===== src/rtl/smem_pkg.sv =====
`timescale 1ns/1ps
// Shared constants for the sample memory access controller: host register
// addresses, control-byte bit positions and mode codes.
package smem_pkg;
    typedef logic [2:0] mode_t;

    localparam mode_t MODE_OFF = 3'b000;
    localparam mode_t MODE_RD  = 3'b001;
    localparam mode_t MODE_WR  = 3'b011;

    localparam logic [3:0] RA_CTRL  = 4'd0;
    localparam logic [3:0] RA_DATA  = 4'd1;
    localparam logic [3:0] RA_FCLR  = 4'd2;
    localparam logic [3:0] RA_MTYPE = 4'd3;
    localparam logic [3:0] RA_BEG_L = 4'd4;
    localparam logic [3:0] RA_BEG_H = 4'd5;
    localparam logic [3:0] RA_FIN_L = 4'd6;
    localparam logic [3:0] RA_FIN_H = 4'd7;

    localparam int CB_RST  = 0;
    localparam int CB_MODE = 5;
endpackage


===== src/rtl/smem_cfg_regs.sv =====
`timescale 1ns/1ps
// Configuration registers: memory type, start block and end block.
// Produces the scaled start and end byte addresses.
// Assumes REG_W is twice DW (low and high halves written separately).
module smem_cfg_regs
    import smem_pkg::*;
#(
    parameter int DW           = 8,
    parameter int REG_W        = 16,
    parameter int HA_W         = 4,
    parameter int SHIFT_NARROW = 2,
    parameter int SHIFT_WIDE   = 5,
    parameter int BYTE_AW      = REG_W + SHIFT_WIDE
) (
    input  logic               clk,
    input  logic               rst_n,
    input  logic               wr_en,
    input  logic [HA_W-1:0]    addr,
    input  logic [DW-1:0]      wdata,
    output logic [BYTE_AW-1:0] start_byte,
    output logic [BYTE_AW-1:0] end_byte
);
    localparam logic [BYTE_AW-1:0] NFILL = (BYTE_AW'(1) << SHIFT_NARROW) - BYTE_AW'(1);
    localparam logic [BYTE_AW-1:0] WFILL = (BYTE_AW'(1) << SHIFT_WIDE) - BYTE_AW'(1);

    logic [REG_W-1:0]   beg_q;
    logic [REG_W-1:0]   fin_q;
    logic [1:0]         mtype_q;
    logic               narrow;
    logic [BYTE_AW-1:0] beg_ext;
    logic [BYTE_AW-1:0] fin_ext;

    // Capture host writes into the addressed configuration field.
    always_ff @(posedge clk) begin
        if (!rst_n) begin
            beg_q   <= '0;
            fin_q   <= '0;
            mtype_q <= '0;
        end else if (wr_en) begin
            case (addr)
                HA_W'(RA_MTYPE): mtype_q            <= wdata[1:0];
                HA_W'(RA_BEG_L): beg_q[DW-1:0]      <= wdata;
                HA_W'(RA_BEG_H): beg_q[REG_W-1:DW]  <= wdata;
                HA_W'(RA_FIN_L): fin_q[DW-1:0]      <= wdata;
                HA_W'(RA_FIN_H): fin_q[REG_W-1:DW]  <= wdata;
                default: ;
            endcase
        end
    end

    // Scale the block registers into byte addresses by memory type.
    always_comb begin
        narrow  = (mtype_q == 2'b00);
        beg_ext = BYTE_AW'(beg_q);
        fin_ext = BYTE_AW'(fin_q);
        if (narrow) begin
            start_byte = beg_ext << SHIFT_NARROW;
            end_byte   = (fin_ext << SHIFT_NARROW) + NFILL;
        end else begin
            start_byte = beg_ext << SHIFT_WIDE;
            end_byte   = (fin_ext << SHIFT_WIDE) + WFILL;
        end
    end
endmodule


===== src/rtl/smem_addr_gen.sv =====
`timescale 1ns/1ps
// Mode register, nibble pointer and dummy-read counter.
// Turns data-register accesses into memory requests or end-of-region hits.
// Assumes at most one of ctrl_wr, data_rd, data_wr per cycle.
module smem_addr_gen
    import smem_pkg::*;
#(
    parameter int DW      = 8,
    parameter int BYTE_AW = 21,
    parameter int NIB_AW  = BYTE_AW + 1
) (
    input  logic               clk,
    input  logic               rst_n,
    input  logic               ctrl_wr,
    input  logic               ctrl_rst,
    input  mode_t              ctrl_mode,
    input  logic               data_rd,
    input  logic               data_wr,
    input  logic [DW-1:0]      data_val,
    input  logic [BYTE_AW-1:0] start_byte,
    input  logic [BYTE_AW-1:0] end_byte,
    output logic               mem_en,
    output logic               mem_we,
    output logic [BYTE_AW-1:0] mem_addr,
    output logic [DW-1:0]      mem_wdata,
    output logic               xfer,
    output logic               hit_end
);
    logic [NIB_AW-1:0] nib_q, nib_d, eff, start_nib, end_nib;
    logic [1:0]        dummy_q, dummy_d;
    mode_t             mode_q, mode_d;
    logic              armed;

    // Next-state decode for mode, pointer and dummy counter.
    always_comb begin
        start_nib = {start_byte, 1'b0};
        end_nib   = {end_byte, 1'b0};
        armed     = (dummy_q != 2'd0);
        nib_d     = nib_q;
        dummy_d   = dummy_q;
        mode_d    = mode_q;
        eff       = nib_q;
        mem_en    = 1'b0;
        mem_we    = 1'b0;
        xfer      = 1'b0;
        hit_end   = 1'b0;
        if (ctrl_wr) begin
            if (ctrl_rst) begin
                mode_d  = MODE_OFF;
                dummy_d = 2'd0;
            end else begin
                mode_d = ctrl_mode;
                if (ctrl_mode[0]) begin
                    nib_d   = start_nib;
                    dummy_d = 2'd2;
                end else begin
                    nib_d   = '0;
                    dummy_d = 2'd0;
                end
            end
        end else if (data_rd && mode_q == MODE_RD) begin
            if (armed) begin
                dummy_d = dummy_q - 2'd1;
                nib_d   = start_nib;
            end else if (nib_q == end_nib) begin
                hit_end = 1'b1;
            end else begin
                xfer   = 1'b1;
                mem_en = 1'b1;
                nib_d  = nib_q + NIB_AW'(2);
            end
        end else if (data_wr && mode_q == MODE_WR) begin
            eff     = armed ? start_nib : nib_q;
            dummy_d = 2'd0;
            if (eff == end_nib) begin
                hit_end = 1'b1;
                nib_d   = eff;
            end else begin
                xfer   = 1'b1;
                mem_en = 1'b1;
                mem_we = 1'b1;
                nib_d  = eff + NIB_AW'(2);
            end
        end
        mem_addr  = eff[NIB_AW-1:1];
        mem_wdata = data_val;
    end

    // Register the pointer, counter and mode.
    always_ff @(posedge clk) begin
        if (!rst_n) begin
            nib_q   <= '0;
            dummy_q <= 2'd0;
            mode_q  <= MODE_OFF;
        end else begin
            nib_q   <= nib_d;
            dummy_q <= dummy_d;
            mode_q  <= mode_d;
        end
    end


    mem_mode_chk: assert property (@(posedge clk) disable iff (!rst_n)
        mem_en |-> (mode_q == MODE_RD || mode_q == MODE_WR));

    end_guard_chk: assert property (@(posedge clk) disable iff (!rst_n)
        mem_en |-> (mem_addr != end_byte));

    arm_load_chk: assert property (@(posedge clk) disable iff (!rst_n)
        (ctrl_wr && !ctrl_rst && ctrl_mode[0]) |=>
            (dummy_q == 2'd2 && nib_q == {$past(start_byte), 1'b0}));

    dummy_quiet_chk: assert property (@(posedge clk) disable iff (!rst_n)
        (data_rd && mode_q == MODE_RD && dummy_q != 2'd0) |-> !mem_en);
endmodule


===== src/rtl/smem_flags.sv =====
`timescale 1ns/1ps
// Status flags: ready dips for one cycle after each transfer, eos is sticky
// until a host clear, busy follows the control byte.
module smem_flags (
    input  logic clk,
    input  logic rst_n,
    input  logic ctrl_wr,
    input  logic ctrl_rst,
    input  logic ctrl_go,
    input  logic eos_clr,
    input  logic xfer,
    input  logic hit_end,
    output logic ready,
    output logic eos,
    output logic busy
);
    // Update the three flags.
    always_ff @(posedge clk) begin
        if (!rst_n) begin
            ready <= 1'b1;
            eos   <= 1'b0;
            busy  <= 1'b0;
        end else begin
            ready <= !xfer;
            if (hit_end)      eos <= 1'b1;
            else if (eos_clr) eos <= 1'b0;
            if (ctrl_wr) begin
                if (ctrl_rst)     busy <= 1'b0;
                else if (ctrl_go) busy <= 1'b1;
            end
        end
    end


    ready_dip_chk: assert property (@(posedge clk) disable iff (!rst_n)
        xfer |=> !ready);

    ready_back_chk: assert property (@(posedge clk) disable iff (!rst_n)
        (!ready && !xfer) |=> ready);

    eos_set_chk: assert property (@(posedge clk) disable iff (!rst_n)
        hit_end |=> eos);

    ctrl_rst_chk: assert property (@(posedge clk) disable iff (!rst_n)
        (ctrl_wr && ctrl_rst) |=> (ready && !busy));
endmodule


===== src/rtl/smem_port_ctrl.sv =====
`timescale 1ns/1ps
// Top of the register-port sample memory access controller.
// Decodes host accesses, wires the config, pointer and flag units, and
// returns read data one cycle after a data-register read.
// Assumes the memory answers a read one cycle after mem_en.
module smem_port_ctrl
    import smem_pkg::*;
#(
    parameter int DW           = 8,
    parameter int REG_W        = 16,
    parameter int HA_W         = 4,
    parameter int SHIFT_NARROW = 2,
    parameter int SHIFT_WIDE   = 5,
    localparam int BYTE_AW     = REG_W + SHIFT_WIDE,
    localparam int NIB_AW      = BYTE_AW + 1
) (
    input  logic               clk,
    input  logic               rst_n,
    input  logic               host_wr,
    input  logic               host_rd,
    input  logic [HA_W-1:0]    host_addr,
    input  logic [DW-1:0]      host_wdata,
    output logic [DW-1:0]      host_rdata,
    output logic               host_rvalid,
    output logic               mem_en,
    output logic               mem_we,
    output logic [BYTE_AW-1:0] mem_addr,
    output logic [DW-1:0]      mem_wdata,
    input  logic [DW-1:0]      mem_rdata,
    output logic               ready,
    output logic               eos,
    output logic               busy
);
    logic               ctrl_wr, data_rd, data_wr, eos_clr;
    logic               ctrl_rst;
    mode_t              ctrl_mode;
    logic [BYTE_AW-1:0] start_byte, end_byte;
    logic               xfer, hit_end;
    logic               real_rd_q;

    // Decode host strobes against the register map.
    always_comb begin
        ctrl_wr   = host_wr && host_addr == HA_W'(RA_CTRL);
        data_wr   = host_wr && host_addr == HA_W'(RA_DATA);
        data_rd   = host_rd && host_addr == HA_W'(RA_DATA);
        eos_clr   = host_wr && host_addr == HA_W'(RA_FCLR) && host_wdata[0];
        ctrl_rst  = host_wdata[CB_RST];
        ctrl_mode = host_wdata[CB_MODE +: 3];
    end

    smem_cfg_regs #(
        .DW(DW), .REG_W(REG_W), .HA_W(HA_W),
        .SHIFT_NARROW(SHIFT_NARROW), .SHIFT_WIDE(SHIFT_WIDE), .BYTE_AW(BYTE_AW)
    ) u_cfg (
        .clk(clk), .rst_n(rst_n), .wr_en(host_wr), .addr(host_addr),
        .wdata(host_wdata), .start_byte(start_byte), .end_byte(end_byte)
    );

    smem_addr_gen #(.DW(DW), .BYTE_AW(BYTE_AW), .NIB_AW(NIB_AW)) u_addr (
        .clk(clk), .rst_n(rst_n), .ctrl_wr(ctrl_wr), .ctrl_rst(ctrl_rst),
        .ctrl_mode(ctrl_mode), .data_rd(data_rd), .data_wr(data_wr),
        .data_val(host_wdata), .start_byte(start_byte), .end_byte(end_byte),
        .mem_en(mem_en), .mem_we(mem_we), .mem_addr(mem_addr),
        .mem_wdata(mem_wdata), .xfer(xfer), .hit_end(hit_end)
    );

    smem_flags u_flags (
        .clk(clk), .rst_n(rst_n), .ctrl_wr(ctrl_wr), .ctrl_rst(ctrl_rst),
        .ctrl_go(ctrl_mode[2]), .eos_clr(eos_clr), .xfer(xfer),
        .hit_end(hit_end), .ready(ready), .eos(eos), .busy(busy)
    );

    // Track which read responses carry memory data.
    always_ff @(posedge clk) begin
        if (!rst_n) begin
            host_rvalid <= 1'b0;
            real_rd_q   <= 1'b0;
        end else begin
            host_rvalid <= data_rd;
            real_rd_q   <= xfer && !mem_we;
        end
    end

    // Return memory data for real reads, zero otherwise.
    always_comb host_rdata = real_rd_q ? mem_rdata : '0;


    rvalid_chk: assert property (@(posedge clk) disable iff (!rst_n)
        data_rd |=> host_rvalid);

    zero_resp_chk: assert property (@(posedge clk) disable iff (!rst_n)
        (host_rvalid && !real_rd_q) |-> host_rdata == '0);
endmodule


===== config.mk =====
export PLATFORM = sky130hd
export DESIGN_NAME = smem_port_ctrl
export DESIGN_NICKNAME = d
export VERILOG_FILES = /design/src/rtl/smem_pkg.sv /design/src/rtl/smem_cfg_regs.sv /design/src/rtl/smem_addr_gen.sv /design/src/rtl/smem_flags.sv /design/src/rtl/smem_port_ctrl.sv
export SDC_FILE = /design/constraint.sdc
export NUM_CORES = 1
export LEC_CHECK = 0
export ABC_AREA = 1
export CAP_MARGIN = 20
export CORE_MARGIN = 1
export CORE_UTILIZATION = 45
export DETAILED_ROUTE_END_ITERATION = 10
export GPL_TIMING_DRIVEN = 0
export MAX_ROUTING_LAYER = met4
export PLACE_DENSITY = 0.66
export SLEW_MARGIN = 25
export SYNTH_ARGS = -nofsm -noshare
export SYNTH_HDL_FRONTEND = slang
export SYNTH_SLANG_ARGS = --single-unit

===== constraint.sdc =====
create_clock -name clk -period 6.2 [get_ports clk]
set_input_delay 0.93 -clock clk [delete_from_list [all_inputs] [get_ports clk]]
set_output_delay 0.93 -clock clk [all_outputs]
set_load 0.02 [all_outputs]

==> key figures, run 1 <==
Clock tree
  – Clock sinks: 66
  – Post-CTS setup buffers: 0
  – Reg clk slew, reported paths: 60 ps
  – Clock root cell: clkbuf_16
  – H-tree lvl count: 3
  – CTS buffer count: 9
  – CTS tree: done
  – # hold bufs at CTS: 0
  – Clock Latency Late Sink: 350 ps
  – Cts repair resizes: 0
  – Worst-case clock buffer depth: 2

Setup path
  – Startpoint Class: input port
  – Slowest CP cell: clkdlybuf4s50_1
  – CP Cell Sequence: clkdlybuf4s50_1 -> inv_1 -> nor2_1 -> nand2_1 -> nor4_1 -> clkbuf_1 -> clkbuf_1 -> nand2_1 -> o21ai_0 -> clkdlybuf4s50_1
  – Max incr delay on CP: 640 ps
  – CP required: 5270 ps
  – Crit path buf inv count: 5
  – Crit path kind: input port to primary output
  – Arr. time, crit path: 4120 ps
  – Max Fanout on Critical Path: 10
  – CP delay by family, top: buffers and inverters
  – Crit. End Element: primary output

Synth
  – Post-synth top area share: 20.5%
  – Fraction of the mapped netlist area in adder cells: 0.583%
  – Synth Flop Type: dfxtp_1
  – Top cells by area, synth: dfxtp_1, nand2_1, o21ai_0
  – Post-synthesis compound-gate area fraction: 20.3%
  – Avg Inst Size Synth: 5.71 um2
  – Dominant cell type by area after synthesis: dfxtp_1
  – Most numerous cell in the Yosys netlist: nand2_1
  – Seq cells post-synth: 66
  – Combinational family with the most area after synthesis: simple AND/OR/NAND/NOR gates
  – Ys async rst share: 0%
  – Synth cell types: 44
  – Yosys warning total: 0
  – Synth top cells by count: nand2_1, inv_1, o21ai_0
  – Simple-gate portion of the synthesized area: 43.7%
  – Cells after synthesis: 1129
  – Synth Area in XOR/XNOR: 1.50%
  – Mux share of post-synthesis cell area: 0%
  – Net count after synthesis: 1156
  – Post-synthesis instance area: 6440 um2
  – Post-synthesis sequential area ratio: 20.5%
  – EDFF count, synth: 0

Routing
  – Drc violations: 0
  – Initial DRC count: 815
  – Post-route ant nets: 0
  – Final wirelength: 29100 um
  – Via count: 8024
  – First-pass DRT Iterations: 5
  – Vias per cell: 5.77
  – Wire per inst: 20.9 um

Timing
  – RSZ-0062 raised after global routing: no
  – Final setup violation count: 0
  – Peak Freq: 198 MHz
  – Fin. max-slew vios: 0
  – Tcrit/Tclk final: 81.4%
  – Final clock skew: 6.71 ps
  – Slew at the pin closest to its max-slew limit: 942 ps
  – Hold violation count in the final report: 0
  – Min Clock Period, post-route: 5050 ps
  – Final WS setup: 1150 ps
  – Slew headroom: 36.9%
  – Final sum of negative setup slack: 0 ps

Pwr
  – Leakage: 3.42 nW
  – Power Dens Cells: 153 nW/um2
  – Worst vdd ir: 224 uV

Placement
  – Global placement routability congestion: 1.05
  – PortBufs: 66
  – Post-Place Cells: 1375
  – Placed wire-length estimate: 23700 um
  – DP Worst Slack: 1160 ps

Finish
  – Fillers: 1534
  – Antenna fix cells: 0
  – Area growth from synthesis to layout: 18.4%
  – Sequential Area: 1320 um2
  – Area of the multi-input gates: 4270 um2
  – Final #Nets: 1233
  – Final cell count without fillers: 1390
  – Ratio of cells with drive above 1 in the final layout: 10.3%

Floorplanning
  – Die width: 122 um
  – # rows: 43
  – Initial Util: 46.2%
  – Core ar.: 13900 um2
  – Chip height: 122 um
  – Die area: 14800 um2
  – Number of placed I/O pins: 67

Hold path
  – Tightest Hold Check Type: flop to flop

Global route
  – Vias in the first global route: 7256
  – Pin count of the biggest net entering global routing: 12
  – Number of antenna violations at the first check in global routing: 0
  – Congestion Overflow GR: 0
  – Total track usage: 41.4%
  – First-pass GRT wire length: 42800 um

Job
  – Max Cap Viol: 0

Status
  – Status: completed
==> metal layers <==
metal	up-vias	GRT usage, %	wire (um)
met2	413	63.3	12700
met3	72	7.82	2690
met5	-	-	0
met1	3686	52.7	12500
met4	0	19.1	1250
li1	3853	-	-
==> flip-flops by register name, summed over array words and instances, names as in the netlist, 2 cells and up <==
name / flops
u_addr.dummy_q: 2
u_addr.mode_q: 3
u_addr.nib_q: 22
u_cfg.beg_q: 16
u_cfg.fin_q: 16
u_cfg.mtype_q: 2
==> cells by family after synthesis <==
family / Yosys count
compound gates: 236
flops: 66
buf+inv: 190
fa+ha+maj: 3
simple gates: 623
xor+xnor: 11
==> worst register-to-register path: stages, from the launching register on <==
cell and delay (ps):
dfxtp_1 300, inv_1 80, ha_1 180, buf_6 170, buf_2 320, buf_2 370, buf_1 580, nand2_1 120
inv_1 90, ha_1 180, nand2_1 60, nor2_1 130, nand2_1 160, nor2_4 250, inv_2 80, nor2_4 110
nand2_1 60, nand2_1 60, nand2_1 50, nand2_1 90, nand2_1 60, nand2_1 110, nand2_1 70, a21oi_1 130
==> report_power, final <==
| part | leakage, nW | switching, W | total (W) | internal (W) |
|---|---|---|---|---|
| registers | 0.533 | 0.00000624 | 0.000438 | 0.000431 |
| clock network | 0.140 | 0.000206 | 0.000525 | 0.000318 |
| logic | 2.75 | 0.000134 | 0.000204 | 0.0000698 |
| total | 3.42 | 0.000347 | 0.00117 | 0.000820 |
==> path summary, 6_finish.rpt <==
path | slack (ps) | depth (start not counted) | end | from
max reg2reg | 2320 | 23 | u_addr.nib_q[11] | u_addr.dummy_q[0]
min reg2reg | 470 | 2 | u_addr.dummy_q[1] | u_addr.dummy_q[1]
min | 470 | 2 | u_addr.dummy_q[1] | u_addr.dummy_q[1]
max | 1150 | 10 | mem_addr[19] | host_addr[0]
==> area by class of cell <==
class / instances / share of cell area [%]
buffer: 58 / 4.77
clock buffer: 10 / 3.13
clock inverter: 5 / 0.721
inverter: 132 / 6.56
multi-input combinational: 873 / 55.9
sequential: 66 / 17.3
tap: 180 / 2.95
timing repair buffer: 66 / 8.66
==> stage by stage <==
step / area, um2 / hold WS (ps) / total power [W] / util [%]
after floorplan: 6440 / 433 / 0.000570 / -
after global placement: 7330 / 448 / 0.000645 / 52.6
after detailed placement: 7340 / 460 / 0.000645 / 52.7
after CTS: 7630 / 468 / 0.00116 / 54.8
after global routing: 7630 / 495 / 0.00120 / 54.8
final: 7630 / 467 / 0.00117 / 54.8
==> layout by cell type, fill, tap and decap left out, types with 11 or more instances in the layout <==
cell type / instances
a21oi_1: 75
a31oi_1: 17
buf_4: 14
clkbuf_1: 24
clkdlybuf4s50_1: 66
dfxtp_1: 66
inv_1: 120
nand2_1: 347
nand2_2: 25
nand3_1: 81
nand3_2: 16
nand4_1: 27
nor2_1: 89
nor3_1: 13
o21ai_0: 92
o21ai_1: 20
xor2_1: 11
Note: power is estimated with default switching activity, not from simulation.
==> inputs of run 2 (changes only) <==
--- a/config.mk
+++ b/config.mk
@@ -12,7 +12,7 @@
 export DETAILED_ROUTE_END_ITERATION = 10
 export GPL_TIMING_DRIVEN = 0
 export MAX_ROUTING_LAYER = met4
-export PLACE_DENSITY = 0.66
+export PLACE_DENSITY = 0.68
 export SLEW_MARGIN = 25
 export SYNTH_ARGS = -nofsm -noshare
 export SYNTH_HDL_FRONTEND = slang
==> constraint.sdc (replaced) <==
create_clock -name clk -period 4.15 [get_ports clk]
set_input_delay 0.6225 -clock clk [delete_from_list [all_inputs] [get_ports clk]]
set_output_delay 0.6225 -clock clk [all_outputs]
set_load 0.02 [all_outputs]
==> run 2 against run 1 <==
Against the previous run:
- global-route usage down 0.55 points
- wire length is 1.7% lower
- combinational power grew 49%
- hold slack worse by 3.1 ps
- register-to-register slack got worse by 2000 ps
- worst setup slack worse by 930 ps
- core utilization rose by 0.40 points
- clock-buffer cell count is the same
- final area increased by 0.74%
- clock skew increased by 4.5 ps
- via count shrank 1.5%
- first-iteration DRC count up 1.5%
- largest cell class unchanged
==> key figures, run 2 (synthesis gave the netlist of run 1 again) <==
Floorplanning
  – Die area: 14800 um2
  – # rows: 43
  – Core ar.: 13900 um2
  – Number of placed I/O pins: 67
  – Initial Util: 46.2%
  – Die width: 122 um
  – Chip height: 122 um

Finish
  – Area growth from synthesis to layout: 19.3%
  – Commonest non-fill, non-tap cell in the layout: nand2_1
  – Final cell count without fillers: 1394
  – Final instance area: 7690 um2
  – Final #Nets: 1236
  – Most frequent cells in the layout: nand2_1, inv_1, o21ai_0, nor2_1, nand3_1
  – Biggest regs: u_addr.nib_q (22), u_cfg.beg_q (16), u_cfg.fin_q (16)
  – Ratio of cells with drive above 1 in the final layout: 11.0%
  – Largest register by flop count: u_addr.nib_q
  – Antenna fix cells: 0
  – Max reg flops: 22

Setup path
  – Crit path buf inv count: 6
  – Startpoint Class: flop
  – CP required: 3530 ps
  – Max Fanout on Critical Path: 10
  – Crit. End Element: primary output
  – Slowest CP cell: clkdlybuf4s50_1
  – Max incr delay on CP: 530 ps
  – Worst-case reg-to-reg path depth: 23
  – Crit path kind: flop to primary output
  – Crit path top cell by count: nand2_1
  – WP depth: 17
  – Arr. time, crit path: 3300 ps
  – CP Cell Sequence: inv_1 -> ha_1 -> buf_6 -> inv_6 -> buf_6 -> nand3_1 -> nand2_1 -> nand2_1 -> nand2_1 -> nand2_1 -> nor2_1 -> nand2_1 -> nor2_1 -> nand3_2 -> nand2_1 -> inv_1 -> clkdlybuf4s50_1
  – CP delay by family, top: simple AND/OR/NAND/NOR gates

Placement
  – Post-Place Cells: 1375
  – Placed cell area: 7340 um2
  – Global placement routability congestion: 1.04
  – PortBufs: 66
  – Placed wire-length estimate: 23600 um

Routing
  – Vias per cell: 5.67
  – Wire per inst: 20.5 um
  – Initial DRC count: 827
  – Post-route ant nets: 0
  – Via count: 7904
  – Final wirelength: 28600 um
  – First-pass DRT Iterations: 5
  – Drc violations: 0

Timing
  – Fin. max-slew vios: 0
  – Slew at the pin closest to its max-slew limit: 973 ps
  – Slew headroom: 34.9%
  – Peak Freq: 255 MHz
  – Final clock skew: 11.2 ps
  – Hold violation count in the final report: 0
  – Min Clock Period, post-route: 3920 ps
  – RSZ-0062 raised after global routing: no
  – Tcrit/Tclk final: 94.5%
  – Final setup violation count: 0

Clock tree
  – Clock Latency Late Sink: 350 ps
  – Clock root cell: clkbuf_16
  – Worst-case clock buffer depth: 2
  – CTS buffer count: 9
  – Clock sinks: 66
  – CTS tree: done
  – Reg clk slew, reported paths: 60 ps
  – H-tree lvl count: 3

Global route
  – First-pass GRT wire length: 42300 um
  – Number of antenna violations at the first check in global routing: 0
  – Pin count of the biggest net entering global routing: 13
  – Total track usage: 40.9%
  – Vias in the first global route: 6966
  – Congestion Overflow GR: 0

Hold path
  – Tightest Hold Check Type: flop to flop
  – Hold Path Depth: 2

Pwr
  – Leakage: 3.47 nW
  – Power Dens Cells: 228 nW/um2
  – Worst vdd ir: 245 uV

Status
  – Status: completed

Job
  – Max Cap Viol: 0
-- run 2: cell count changes in the layout (fill, tap and decap cells not counted), moves of 2 or more --
cell	previous run	this run
buf_4	14	18
clkbuf_1	24	22
nand3_1	81	79
nand3_2	16	18
-- run 2: repair_timing --
action                                  in CTS  in global routing
hold buffers                                 0                  0
endpoints found under the setup margin       9                 11
setup buffers                                0                  4
gates cloned                                 0                  0
resized for setup                            2                  3
endpoints found under the hold margin        0                  0
pin swaps                                    0                  1
-- run 2: tightest hold or removal path: cells and delay by family, from the launching register on --
kind | cells | cell delay (ps)
AOI/OAI and AO/OA | 1 | 60
buffers and inverters | 1 | 60
DFF | 1 | 290
-- run 2: final timing paths --
check	slack [ps]	start	to
worst min-delay path	460	u_addr.dummy_q[1]	u_addr.dummy_q[1]
worst max register to register	360	u_addr.dummy_q[0]	u_addr.nib_q[11]
worst max-delay path	230	u_addr.dummy_q[0]	mem_we
worst min register to register	460	u_addr.dummy_q[1]	u_addr.dummy_q[1]
-- run 2: metal layers --
layer / track usage [%] / part of all wire [%]
met1: 53.3 / 43
met3: 7.26 / 9.3
met2: 61.7 / 44
met5: - / 0
met4: 17.7 / 4.1
-- run 2: final cells by class --
type	count	area [um2]
inverters	132	500
clock inverters	6	65.1
plain buffers	57	362
flip-flops and latches	66	1320
well taps	180	225
repair buffers	70	693
fillers	1527	6250
clock buffers	10	239
multi-input cells	873	4280
-- run 2: stage by stage --
stage | setup TNS [ps] | util [%] | hold slack [ps] | total power, W | setup slack (ps)
CTS | 0 | 54.9 | 465 | 0.00175 | 42.6
global route | 0 | 55.2 | 504 | 0.00180 | 56.5
detailed placement | -1280 | 52.7 | 457 | 0.000964 | -241
global placement | -2800 | 52.6 | 449 | 0.000963 | -278
finish | 0 | 55.2 | 464 | 0.00175 | 227
floorplan | 0 | - | 433 | 0.000852 | 1480
-- run 2: report_power, final --
group / internal (W) / switching [W]
clock network: 0.000482 / 0.000314
logic: 0.000104 / 0.000199
registers: 0.000644 / 0.00000926
==> inputs of run 3 (changes only) <==
--- a/config.mk
+++ b/config.mk
@@ -7,7 +7,7 @@
 export LEC_CHECK = 0
 export ABC_AREA = 1
 export CAP_MARGIN = 20
-export CORE_MARGIN = 1
+export CORE_MARGIN = 5
 export CORE_UTILIZATION = 45
 export DETAILED_ROUTE_END_ITERATION = 10
 export GPL_TIMING_DRIVEN = 0
@@ -16,4 +16,5 @@
 export SLEW_MARGIN = 25
 export SYNTH_ARGS = -nofsm -noshare
 export SYNTH_HDL_FRONTEND = slang
+export SYNTH_HIERARCHICAL = 1
 export SYNTH_SLANG_ARGS = --single-unit
==> run 3 against run 2 <==
Against the previous run:
- die area rose by 12%
- flip-flop and latch count did not move
- critical path depth fell by 6
- register-to-register slack improved by 700 ps
- first-iteration DRC count rose by 1.8%
- wire length fell by 11%
- sequential share of layout area rose by 0.25 points
- worst setup slack got worse by 48 ps
- synthesized cell count rose by 3.5%
- sequential power rose by 0.6%
- largest power group unchanged
==> key figures, run 3 <==
Status
  – Status: completed

Clock tree
  – CTS tree: done
  – Reg clk slew, reported paths: 50 ps
  – Worst-case clock buffer depth: 2
  – Clock Latency Late Sink: 340 ps
  – Clock root cell: clkbuf_16
  – Clock sinks: 66
  – H-tree lvl count: 3
  – CTS buffer count: 9

Finish
  – Sequential Area: 1320 um2
  – Max reg flops: 22
  – Final #Nets: 1277
  – Final instance area: 7580 um2
  – Fillers: 1494
  – Area growth from synthesis to layout: 19.5%
  – Biggest regs: u_addr/nib_q (22), u_cfg/beg_q (16), u_cfg/fin_q (16)
  – Ratio of cells with drive above 1 in the final layout: 9.11%
  – Antenna fix cells: 0
  – Commonest non-fill, non-tap cell in the layout: nand2_1
  – Final cell count without fillers: 1432
  – Most frequent cells in the layout: nand2_1, inv_1, nor2_1, nand3_1, a21oi_1
  – Area of the multi-input gates: 4090 um2
  – Largest register by flop count: u_addr/nib_q

Placement
  – Global placement routability congestion: 1.05
  – Placed cell area: 7230 um2
  – Post-Place Cells: 1416
  – Placed wire-length estimate: 19600 um
  – PortBufs: 66
  – DP Worst Slack: -373 ps

Global route
  – Pin count of the biggest net entering global routing: 13
  – Total track usage: 31.8%
  – First-pass GRT wire length: 39000 um
  – Congestion Overflow GR: 0
  – Number of antenna violations at the first check in global routing: 0
  – Vias in the first global route: 6867

Synth
  – Top cells by area, synth: nand2_1, dfxtp_1, inv_1
  – EDFF count, synth: 0
  – Avg Inst Size Synth: 5.43 um2
  – Post-synth top area share: 24.1%
  – Post-synthesis instance area: 6340 um2
  – Synth Flop Type: dfxtp_1
  – Most numerous cell in the Yosys netlist: nand2_1
  – Cells after synthesis: 1168
  – Ys async rst share: 0%
  – Seq cells post-synth: 66
  – Yosys warning total: 6
  – Post-synthesis sequential area ratio: 20.8%
  – Dominant cell type by area after synthesis: nand2_1
  – Synth cell types: 46
  – Synth top cells by count: nand2_1, inv_1, nor2_1

Pwr
  – Clock group share of total power: 43.8%
  – Sequential Power Share: 36.4%
  – Worst vdd ir: 177 uV
  – Final Power: 0.00181 W
  – Internal power: 0.00126 W
  – Sw Share: 30.2%
  – Power Dens Cells: 238 nW/um2
  – Combinational group share of total power: 19.8%
  – Leakage: 3.57 nW
  – Net Switching: 0.000546 W

Floorplanning
  – Initial Util: 45.9%
  – Die area: 16600 um2
  – Core ar.: 13800 um2
  – Die width: 129 um
  – Number of placed I/O pins: 67
  – Chip height: 129 um
  – # rows: 43

Routing
  – Initial DRC count: 842
  – Met2 wire length: 11300 um
  – Post-route ant nets: 0
  – First-pass DRT Iterations: 7
  – Final wirelength: 25500 um
  – Top Layer Used: met4
  – Metal-1 WL: 10700 um
  – Drc violations: 0
  – DR WL met3: 2600 um
  – Wire per inst: 17.8 um
  – Via count: 7792
  – Vias per cell: 5.44

Timing
  – WHS: 473 ps
  – Slew at the pin closest to its max-slew limit: 795 ps
  – Min Clock Period, post-route: 3970 ps
  – RSZ-0062 raised after global routing: no
  – Fin. max-slew vios: 0
  – Peak Freq: 252 MHz
  – Hold violation count in the final report: 0
  – Final clock skew: 12.0 ps
  – Final WS setup: 180 ps
  – Final setup violation count: 0
  – Tcrit/Tclk final: 95.7%
  – Slew headroom: 47.0%

Setup path
  – CP required: 3530 ps
  – Crit. End Element: primary output
  – Arr. time, crit path: 3350 ps
  – R2r startpoint: u_cfg/mtype_q[0]
  – Crit path kind: input port to primary output
  – RR Endpoint: u_addr/nib_q[18]
  – FF-to-FF setup slack: 1060 ps
  – Max Fanout on Critical Path: 10
  – Worst-case reg-to-reg path depth: 16
  – Worst Setup SP: host_addr[0]
  – Startpoint Class: input port

Hold path
  – Tightest Hold Check Type: flop to flop
  – Min-delay src: u_flags/eos
  – Worst Hold End: u_flags/eos
  – Hold Path Depth: 2

Job
  – Max Cap Viol: 0
-- run 3: changes by cell type after synthesis, moves of 11 or more --
cell	delta
inv_1	+24
nor2_1	+37
buf_2	+11
o21ai_0	-33
nand2_1	+60
o21ai_1	-15
nand3_2	-13
nand3_1	+22
a31oi_1	-15
-- run 3: layer usage --
metal / track usage [%] / vias up
met4: 12.0 / 0
met5: - / -
met2: 47.2 / 413
met3: 7.02 / 60
met1: 42.1 / 3483
li1: - / 3836
-- run 3: worst max path at each step --
stage                     cells after the start      endpoint  slack (ps)
after floorplan                              12  mem_addr[20]        1340
after global placement                       10   mem_addr[9]        -360
after detailed placement                     13   mem_addr[8]        -370
after CTS                                    15        mem_en          10
after global routing                         15  mem_addr[10]           5
final                                        11   mem_addr[7]         180
-- run 3: cells by family (layout without fill, tap and decap cells) --
kind of cell / after synthesis / count (layout) / synth area share [%]
simple gates: 720 / 720 / 48.8
buf+inv: 211 / 293 / 15.0
compound gates: 153 / 153 / 12.8
flops: 66 / 66 / 20.8
xor+xnor: 12 / 12 / 1.66
fa+ha+maj: 4 / 4 / 0.789
other cells: 2 / 4 / 0.118
-- run 3: what timing repair did --
item	in CTS	in global routing
hold buffers	0	0
gates resized for setup	9	21
endpoints found under the setup margin	23	22
endpoints found under the hold margin	0	0
buffers inserted	1	1
pin swaps	1	1
-- run 3: power groups by stage --
stage / logic [W] / registers, W / clock network [W]
after CTS: 0.000347 / 0.000657 / 0.000800
after floorplan: 0.000223 / 0.000668 / 0
after global placement: 0.000346 / 0.000671 / 0
after global routing: 0.000390 / 0.000659 / 0.000833
after detailed placement: 0.000345 / 0.000671 / 0
final: 0.000358 / 0.000658 / 0.000792
-- run 3: final cells by class --
class / count / area share [%]
plain buffers: 65 / 5.43
clock buffers: 12 / 3.38
clock inverters: 2 / 0.495
inverters: 146 / 7.26
multi-input cells: 893 / 54.0
flip-flops and latches: 66 / 17.4
well taps: 180 / 2.97
repair buffers: 68 / 9.03
-- run 3: critical path, cell delays in order --
cell and delay (ps):
clkdlybuf4s50_1 520, inv_1 130, nand2_1 90, nor3b_2 220, buf_1 380, nor2_4 60, nand2_2 210, clkbuf_4 280
nand2_1 60, o21ai_0 110, clkdlybuf4s50_1 660
-- run 3: per-stage QoR --
step / utilization [%] / TNS (ps)
global placement: 52.3 / -5560
detailed placement: 52.3 / -5980
global route: 54.8 / 0
CTS: 54.6 / 0
floorplan: - / 0
finish: 54.8 / 0
